<file path="config.mk">
export PLATFORM = sky130hd
export DESIGN_NAME = rom_pm_ctrl
export DESIGN_NICKNAME = d
export VERILOG_FILES = /design/src/rtl/rom_pm_pkg.sv /design/src/rtl/rom_pm_wait_timer.sv /design/src/rtl/rom_pm_addr_gen.sv /design/src/rtl/rom_pm_beat_capture.sv /design/src/rtl/rom_pm_ctrl.sv
export SDC_FILE = /design/constraint.sdc
export NUM_CORES = 1
export LEC_CHECK = 0
export BUFFER_PORTS_ARGS = -buffer_cell sky130_fd_sc_hd__buf_2
export CAP_MARGIN = 40
export CORE_MARGIN = 3
export CORE_UTILIZATION = 30
export CTS_CLUSTER_DIAMETER = 80
export CTS_CLUSTER_SIZE = 28
export DETAILED_ROUTE_END_ITERATION = 7
export HOLD_SLACK_MARGIN = 0.02
export PLACE_DENSITY = 0.6
export SYNTH_ARGS = -nofsm -noshare
export SYNTH_HDL_FRONTEND = slang
export SYNTH_SLANG_ARGS = --single-unit
</file>
<file path="constraint.sdc">
create_clock -name clk -period 3.2 [get_ports clk]
set_clock_uncertainty 0.1 [all_clocks]
set_input_delay 0.64 -clock clk [delete_from_list [all_inputs] [get_ports clk]]
set_output_delay 0.64 -clock clk [all_outputs]
set_load 0.01 [all_outputs]
</file>
<file path="src/rtl/rom_pm_pkg.sv">
package rom_pm_pkg;

    // Controller phases: waiting for a host request, running ROM beats,
    // or letting the data bus float after a burst.
    typedef enum logic [1:0] {
        ST_IDLE   = 2'd0,
        ST_ACCESS = 2'd1,
        ST_FLOAT  = 2'd2
    } ctl_state_e;

    // Per-cycle control handed from the sequencer to the capture stage.
    typedef struct packed {
        logic capture;
        logic last;
        logic word_mode;
    } beat_tag_t;

    // Whole clock cycles needed to cover a delay given in nanoseconds.
    function automatic int unsigned ceil_div(input int unsigned num,
                                             input int unsigned den);
        return (num + den - 1) / den;
    endfunction

    function automatic int unsigned at_least(input int unsigned a,
                                             input int unsigned b);
        return (a > b) ? a : b;
    endfunction

endpackage

</file>
<file path="src/rtl/rom_pm_wait_timer.sv">
module rom_pm_wait_timer #(
    parameter int CNT_W = 4
) (
    input  logic             clk,
    input  logic             rst,
    input  logic             load,
    input  logic [CNT_W-1:0] load_val,
    output logic             expire
);

    logic [CNT_W-1:0] cnt_q;

    // Counts down from the loaded value; expire marks the edge that ends the wait.
    always_ff @(posedge clk) begin
        if (rst) begin
            cnt_q <= '0;
        end else if (load) begin
            cnt_q <= load_val;
        end else if (cnt_q != '0) begin
            cnt_q <= cnt_q - 1'b1;
        end
    end

    assign expire = (cnt_q == CNT_W'(1));

    // every wait lasts at least one cycle
    assert_wait_nonzero_R11: assert property (@(posedge clk) disable iff (rst)
        load |-> (load_val != '0));

endmodule

</file>
<file path="src/rtl/rom_pm_addr_gen.sv">
module rom_pm_addr_gen #(
    parameter int WADDR_W   = 21,
    parameter int PAGE_BITS = 3
) (
    input  logic               clk,
    input  logic               rst,
    input  logic               load,
    input  logic               step,
    input  logic [WADDR_W:0]   load_addr,
    input  logic               word_mode,
    output logic [WADDR_W-1:0] pin_addr,
    output logic               pin_lsb,
    output logic               pin_lsb_en,
    output logic               next_new_page
);

    localparam int BADDR_W = WADDR_W + 1;

    logic [BADDR_W-1:0] beat_q;

    always_ff @(posedge clk) begin
        if (rst) begin
            beat_q <= '0;
        end else if (load) begin
            beat_q <= load_addr;
        end else if (step) begin
            beat_q <= beat_q + 1'b1;
        end
    end

    // Pin mapping: word beats sit on the address lines directly; byte beats
    // put their lowest bit on the borrowed select line.
    always_comb begin
        if (word_mode) begin
            pin_addr   = beat_q[WADDR_W-1:0];
            pin_lsb    = 1'b0;
            pin_lsb_en = 1'b0;
        end else begin
            pin_addr   = beat_q[BADDR_W-1:1];
            pin_lsb    = beat_q[0];
            pin_lsb_en = 1'b1;
        end
    end

    // The following beat opens a new page when the in-page field is all ones.
    logic word_page_end;
    logic byte_page_end;
    assign word_page_end = &beat_q[PAGE_BITS-1:0];
    assign byte_page_end = &beat_q[PAGE_BITS:0];
    assign next_new_page = word_mode ? word_page_end : byte_page_end;

    // an in-page step moves only the in-page address lines
    assert_upper_stable_R5: assert property (@(posedge clk) disable iff (rst)
        (step && !next_new_page) |=> $stable(pin_addr[WADDR_W-1:PAGE_BITS]));

    // a new burst and a beat advance never coincide
    assert_load_step_excl_R7: assert property (@(posedge clk) disable iff (rst)
        !(load && step));

endmodule

</file>
<file path="src/rtl/rom_pm_beat_capture.sv">
module rom_pm_beat_capture
    import rom_pm_pkg::*;
#(
    parameter int DATA_W = 16
) (
    input  logic              clk,
    input  logic              rst,
    input  beat_tag_t         tag,
    input  logic [DATA_W-1:0] bus_data,
    output logic              rsp_valid,
    output logic [DATA_W-1:0] rsp_data,
    output logic              rsp_last
);

    localparam int HALF_W = DATA_W / 2;

    logic [DATA_W-1:0] shaped;

    // Byte mode returns only the low lane; the top data pin is an address then.
    always_comb begin
        if (tag.word_mode) begin
            shaped = bus_data;
        end else begin
            shaped = {{HALF_W{1'b0}}, bus_data[HALF_W-1:0]};
        end
    end

    always_ff @(posedge clk) begin
        if (rst) begin
            rsp_valid <= 1'b0;
            rsp_last  <= 1'b0;
            rsp_data  <= '0;
        end else begin
            rsp_valid <= tag.capture;
            rsp_last  <= tag.capture && tag.last;
            if (tag.capture) begin
                rsp_data <= shaped;
            end
        end
    end

    // the final-beat flag only accompanies a beat
    assert_last_has_valid_R7: assert property (@(posedge clk) disable iff (rst)
        rsp_last |-> rsp_valid);

    // byte beats carry a cleared upper lane
    assert_byte_upper_zero_R3: assert property (@(posedge clk) disable iff (rst)
        (rsp_valid && !tag.word_mode) |-> (rsp_data[DATA_W-1:HALF_W] == '0));

endmodule

</file>
<file path="src/rtl/rom_pm_ctrl.sv">
module rom_pm_ctrl
    import rom_pm_pkg::*;
#(
    parameter int CLK_NS     = 10,
    parameter int T_RAND_NS  = 100,
    parameter int T_PAGE_NS  = 30,
    parameter int T_OE_NS    = 30,
    parameter int T_FLOAT_NS = 20,
    parameter int WADDR_W    = 21,
    parameter int PAGE_BITS  = 3,
    parameter int LEN_W      = 5,
    parameter int DATA_W     = 16
) (
    input  logic               clk,
    input  logic               rst,
    input  logic               cfg_word_mode,
    input  logic               req_valid,
    output logic               req_ready,
    input  logic [WADDR_W:0]   req_addr,
    input  logic [LEN_W-1:0]   req_len,
    output logic               rsp_valid,
    output logic [DATA_W-1:0]  rsp_data,
    output logic               rsp_last,
    output logic [WADDR_W-1:0] rom_addr,
    output logic               rom_lsb,
    output logic               rom_lsb_en,
    output logic               rom_ce_n,
    output logic               rom_oe_n,
    output logic               rom_word_mode,
    input  logic [DATA_W-1:0]  rom_data
);

    localparam int unsigned WAIT_RAND  = at_least(at_least(ceil_div(T_RAND_NS, CLK_NS),
                                                           ceil_div(T_OE_NS, CLK_NS)), 1);
    localparam int unsigned WAIT_PAGE  = at_least(ceil_div(T_PAGE_NS, CLK_NS), 1);
    localparam int unsigned WAIT_FLOAT = at_least(ceil_div(T_FLOAT_NS, CLK_NS), 1);
    localparam int CNT_W = $clog2(at_least(WAIT_RAND, WAIT_FLOAT) + 1);

    localparam logic [CNT_W-1:0] LD_RAND  = CNT_W'(WAIT_RAND);
    localparam logic [CNT_W-1:0] LD_PAGE  = CNT_W'(WAIT_PAGE);
    localparam logic [CNT_W-1:0] LD_FLOAT = CNT_W'(WAIT_FLOAT);

    ctl_state_e         state_q;
    logic [LEN_W-1:0]   beats_left_q;
    logic               mode_q;
    logic               ce_n_q;
    logic               oe_n_q;

    logic               accept;
    logic               timer_load;
    logic [CNT_W-1:0]   timer_val;
    logic               expire;
    logic               step;
    logic               next_new_page;
    beat_tag_t          tag;

    assign req_ready = (state_q == ST_IDLE);
    assign accept    = req_valid && req_ready;

    // Wait selection: long wait to open a page, short wait inside it,
    // float wait after the final beat.
    always_comb begin
        timer_load = 1'b0;
        timer_val  = LD_RAND;
        step       = 1'b0;
        case (state_q)
            ST_IDLE: begin
                if (accept) begin
                    timer_load = 1'b1;
                    timer_val  = LD_RAND;
                end
            end
            ST_ACCESS: begin
                if (expire) begin
                    timer_load = 1'b1;
                    if (beats_left_q == '0) begin
                        timer_val = LD_FLOAT;
                    end else begin
                        step      = 1'b1;
                        timer_val = next_new_page ? LD_RAND : LD_PAGE;
                    end
                end
            end
            default: begin
            end
        endcase
    end

    always_ff @(posedge clk) begin
        if (rst) begin
            state_q      <= ST_IDLE;
            beats_left_q <= '0;
            mode_q       <= 1'b1;
            ce_n_q       <= 1'b1;
            oe_n_q       <= 1'b1;
        end else begin
            case (state_q)
                ST_IDLE: begin
                    if (accept) begin
                        state_q      <= ST_ACCESS;
                        mode_q       <= cfg_word_mode;
                        beats_left_q <= req_len;
                        ce_n_q       <= 1'b0;
                        oe_n_q       <= 1'b0;
                    end
                end
                ST_ACCESS: begin
                    if (expire) begin
                        if (beats_left_q == '0) begin
                            state_q <= ST_FLOAT;
                            ce_n_q  <= 1'b1;
                            oe_n_q  <= 1'b1;
                        end else begin
                            beats_left_q <= beats_left_q - 1'b1;
                        end
                    end
                end
                ST_FLOAT: begin
                    if (expire) begin
                        state_q <= ST_IDLE;
                    end
                end
                default: state_q <= ST_IDLE;
            endcase
        end
    end

    assign rom_ce_n      = ce_n_q;
    assign rom_oe_n      = oe_n_q;
    assign rom_word_mode = mode_q;

    assign tag.capture   = (state_q == ST_ACCESS) && expire;
    assign tag.last      = (beats_left_q == '0);
    assign tag.word_mode = mode_q;

    rom_pm_wait_timer #(
        .CNT_W (CNT_W)
    ) timer_i (
        .clk      (clk),
        .rst      (rst),
        .load     (timer_load),
        .load_val (timer_val),
        .expire   (expire)
    );

    rom_pm_addr_gen #(
        .WADDR_W   (WADDR_W),
        .PAGE_BITS (PAGE_BITS)
    ) addr_i (
        .clk           (clk),
        .rst           (rst),
        .load          (accept),
        .step          (step),
        .load_addr     (req_addr),
        .word_mode     (mode_q),
        .pin_addr      (rom_addr),
        .pin_lsb       (rom_lsb),
        .pin_lsb_en    (rom_lsb_en),
        .next_new_page (next_new_page)
    );

    rom_pm_beat_capture #(
        .DATA_W (DATA_W)
    ) cap_i (
        .clk       (clk),
        .rst       (rst),
        .tag       (tag),
        .bus_data  (rom_data),
        .rsp_valid (rsp_valid),
        .rsp_data  (rsp_data),
        .rsp_last  (rsp_last)
    );

    // Cycles chip enable has been high, saturating; used by the float check.
    logic [CNT_W-1:0] gap_q;
    always_ff @(posedge clk) begin
        if (rst) begin
            gap_q <= '1;
        end else if (!rom_ce_n) begin
            gap_q <= '0;
        end else if (gap_q != '1) begin
            gap_q <= gap_q + 1'b1;
        end
    end

    // idle means standby with the outputs released
    assert_idle_standby_R8: assert property (@(posedge clk) disable iff (rst)
        req_ready |-> (rom_ce_n && rom_oe_n));

    // chip enable returns only after the float wait
    assert_float_gap_R8: assert property (@(posedge clk) disable iff (rst)
        $fell(rom_ce_n) |-> (gap_q >= LD_FLOAT));

    // the final beat coincides with release of the enables
    assert_last_closes_R8: assert property (@(posedge clk) disable iff (rst)
        rsp_last |-> (rom_ce_n && rom_oe_n && !req_ready));

    // bus width never changes while the ROM is selected
    assert_mode_hold_R9: assert property (@(posedge clk) disable iff (rst)
        (!rom_ce_n && $past(!rom_ce_n)) |-> $stable(rom_word_mode));

    // no beat is returned while a new request could be taken
    assert_ready_quiet_R10: assert property (@(posedge clk) disable iff (rst)
        req_ready |-> !rsp_valid);

endmodule

</file>
==> summary.txt <==
WS Path Type = reg2reg
Num CTS Buffers = 5
Core Area = 9460 um^2
Synth top area share = 35.4%
Hold Vio Cnt, Final = 0
I/O Pins = 92
FP Rows = 35
Placed Instances = 570
Final Wtd Congestion = 0.757
Area of the multi-input gates = 1770 um^2
GRT Overall Usage = 15.4%
Final net count = 501
Drt drc = 0
Die width = 106 um
Post-synthesis area per instance = 8.09 um^2
Max Cap Viol = 0
FF+latch area = 1060 um^2
Synthesized netlist cell count = 370
Routed wire length = 8610 um
Setup Slack @ Placement = 0.482 ns
Clock transition at path regs = 0.10 ns
H-tree levels = 2
Distinct cells, synth = 48
Diodes inserted = 0
Final Max Tran Viols = 0
Worst Path Required = 3.32 ns
Setup TNS = 0 ns
Hold WC Path Type = reg2reg
# setup viols final = 0
Crit Path Max Fanout = 12
Clock latency on the worst-skew pair = 0.31 ns
Design Area, Final = 3700 um^2
Max VDD drop = 0.212 mV
Die area = 11200 um^2
Share of layout cells above drive strength 1 = 31.2%
Number of synthesized register bits = 53
# fillers = 1003
Total power = 1.90 mW
Non-Filler Instances = 578
DR WL/cell = 14.9 um
Cell taking the most area after synthesis = dfxtp_1
Clock buffer depth = 2
Vias = 2999
P per Cell Area = 514 nW/um^2
Commonest non-fill, non-tap cell in the layout = buf_2
CTS resizes = 0
Max-slew headroom = 41.0%
Syn. warnings = 0
Vias/cell = 5.19
Global-route wire length before repair = 14600 um
Slack of the critical path = 0.457 ns
Top_reg_cell synth = dfxtp_1
Worst R2R Setup Slack = 0.46 ns
Mapped Nets = 423
CP arrival = 2.86 ns
RSZ-0062 raised after global routing = false
Post-DP HPWL = 6090 um
Root buf cell = clkbuf_8
Largest net degree at the start of global routing = 42
Cts hold-fix bufs = 0
Sink Count = 53
Vias in the first global route = 2986
I/O Buffers = 91
Critical path launch point type = flip-flop
Max Fclk = 0.365 GHz
Starting DRT DRC Count = 163
Fin crit share = 85.7%
Post-layout min period = 2.74 ns
Die Y = 106 um
Dpl cell area = 3580 um^2
Initial antenna violation count = 0
Status = complete, no violations
Synth async-reset ratio = 0%
Total grt overflow = 0
Largest cells by area after synthesis = dfxtp_1 35%, mux2_2 7.9%, nand2_1 5.3%
Layout overhead on the synthesized area = 23.6%
Commonest cells after routing, fill and taps aside = 91 x buf_2, 53 x dfxtp_1, 42 x nand2_1
Drt pass-1 iters = 4
EDFF count, synth = 0
CTS tree = done
Mapped cell area = 2990 um^2
Worst Setup End Kind = flip-flop
Post-layout util = 39.1%
Starting Density = 31.7%
Leak pwr = 1.46 nW
Antenna Nets Post-Route = 0
Hold WS = 0.355 ns
Post-synthesis sequential area ratio = 35.4%
# Post-CTS Setup Buffers = 0
Slew @ Worst Pin = 0.878 ns
[kinds of logic (layout without fill, tap and decap cells)]
| family | after synthesis | after routing | synth area share, % |
|---|---|---|---|
| multiplexers | 22 | 22 | 8.23 |
| AND/OR/NAND/NOR | 168 | 168 | 29.8 |
| adder cells (fa/ha/maj) | 6 | 6 | 2.51 |
| AO/OA/AOI/OAI | 75 | 75 | 16.8 |
| XOR/XNOR | 5 | 5 | 1.46 |
| buffers and inverters | 41 | 120 | 5.77 |
| flip-flops | 53 | 53 | 35.4 |
[Yosys cell counts, drive strengths merged, types with 2 or more instances]
cell type	number
and4	7
nor2b	3
nor3b	5
o31ai	5
xnor2	4
a211oi	12
nand4	10
a21oi	23
and2	2
nor3	10
nand3	15
or3	5
nor4b	3
or3b	2
nor2	35
or4	6
inv	9
dfxtp	53
clkbuf	28
nand2b	3
mux2	21
nor4	15
a2111oi	2
a31oi	2
nand2	42
ha	6
buf	4
o21bai	2
a311oi	13
o21ai	10
[where the power goes]
group	internal [mW]	switching, mW
clock network	0.255	0.227
registers	0.737	0.0961
logic	0.269	0.316
total	1.26	0.640
[sequential cells by signal (all words and copies together) (netlist names)]
| register | flops |
|---|---|
| cap_i.rsp_last | 1 |
| cap_i.rsp_data | 16 |
| beats_left_q | 5 |
| state_q | 2 |
| addr_i.beat_q | 22 |
| rom_oe_n | 1 |
| rom_word_mode | 1 |
| timer_i.cnt_q | 4 |
| cap_i.rsp_valid | 1 |
[final cells by class]
type                    count  area share [%]
flip-flops and latches     53            28.7
well taps                 129            4.36
inverters                   9           0.913
multi-input cells         276            47.7
clock buffers               6            2.23
repair buffers            103            15.1
clock inverters             2            1.01
[worst max-delay path: stages (launching register included)]
cell	delay (ns)
dfxtp_1	0.33
inv_1	0.12
ha_1	0.17
or3b_1	0.51
or4_4	0.64
or4_1	0.54
a311oi_1	0.26
[path summary, 6_finish.rpt]
kind / to / cells after the start / startpoint
worst max-delay path: addr_i.beat_q[13]$_SDFFE_PP0P_ / 6 / timer_i.cnt_q[1]$_SDFFE_PP0P_
worst min-delay path: cap_i.rsp_data[11]$_SDFFE_PP0P_ / 2 / cap_i.rsp_data[11]$_SDFFE_PP0P_
worst max register to register: addr_i.beat_q[13]$_SDFFE_PP0P_ / 6 / timer_i.cnt_q[1]$_SDFFE_PP0P_
worst min register to register: cap_i.rsp_data[11]$_SDFFE_PP0P_ / 2 / cap_i.rsp_data[11]$_SDFFE_PP0P_
[routing by layer]
layer  track usage [%]  vias to the layer above  part of all wire (%)
li1                  -                     1524                     -
met1              20.7                     1403                    47
met2              26.5                       70                    48
met3              2.00                        2                   4.2
met4              3.15                        0                  0.51
met5                 0                        -                     0
Power figures use the tool's default switching activity.
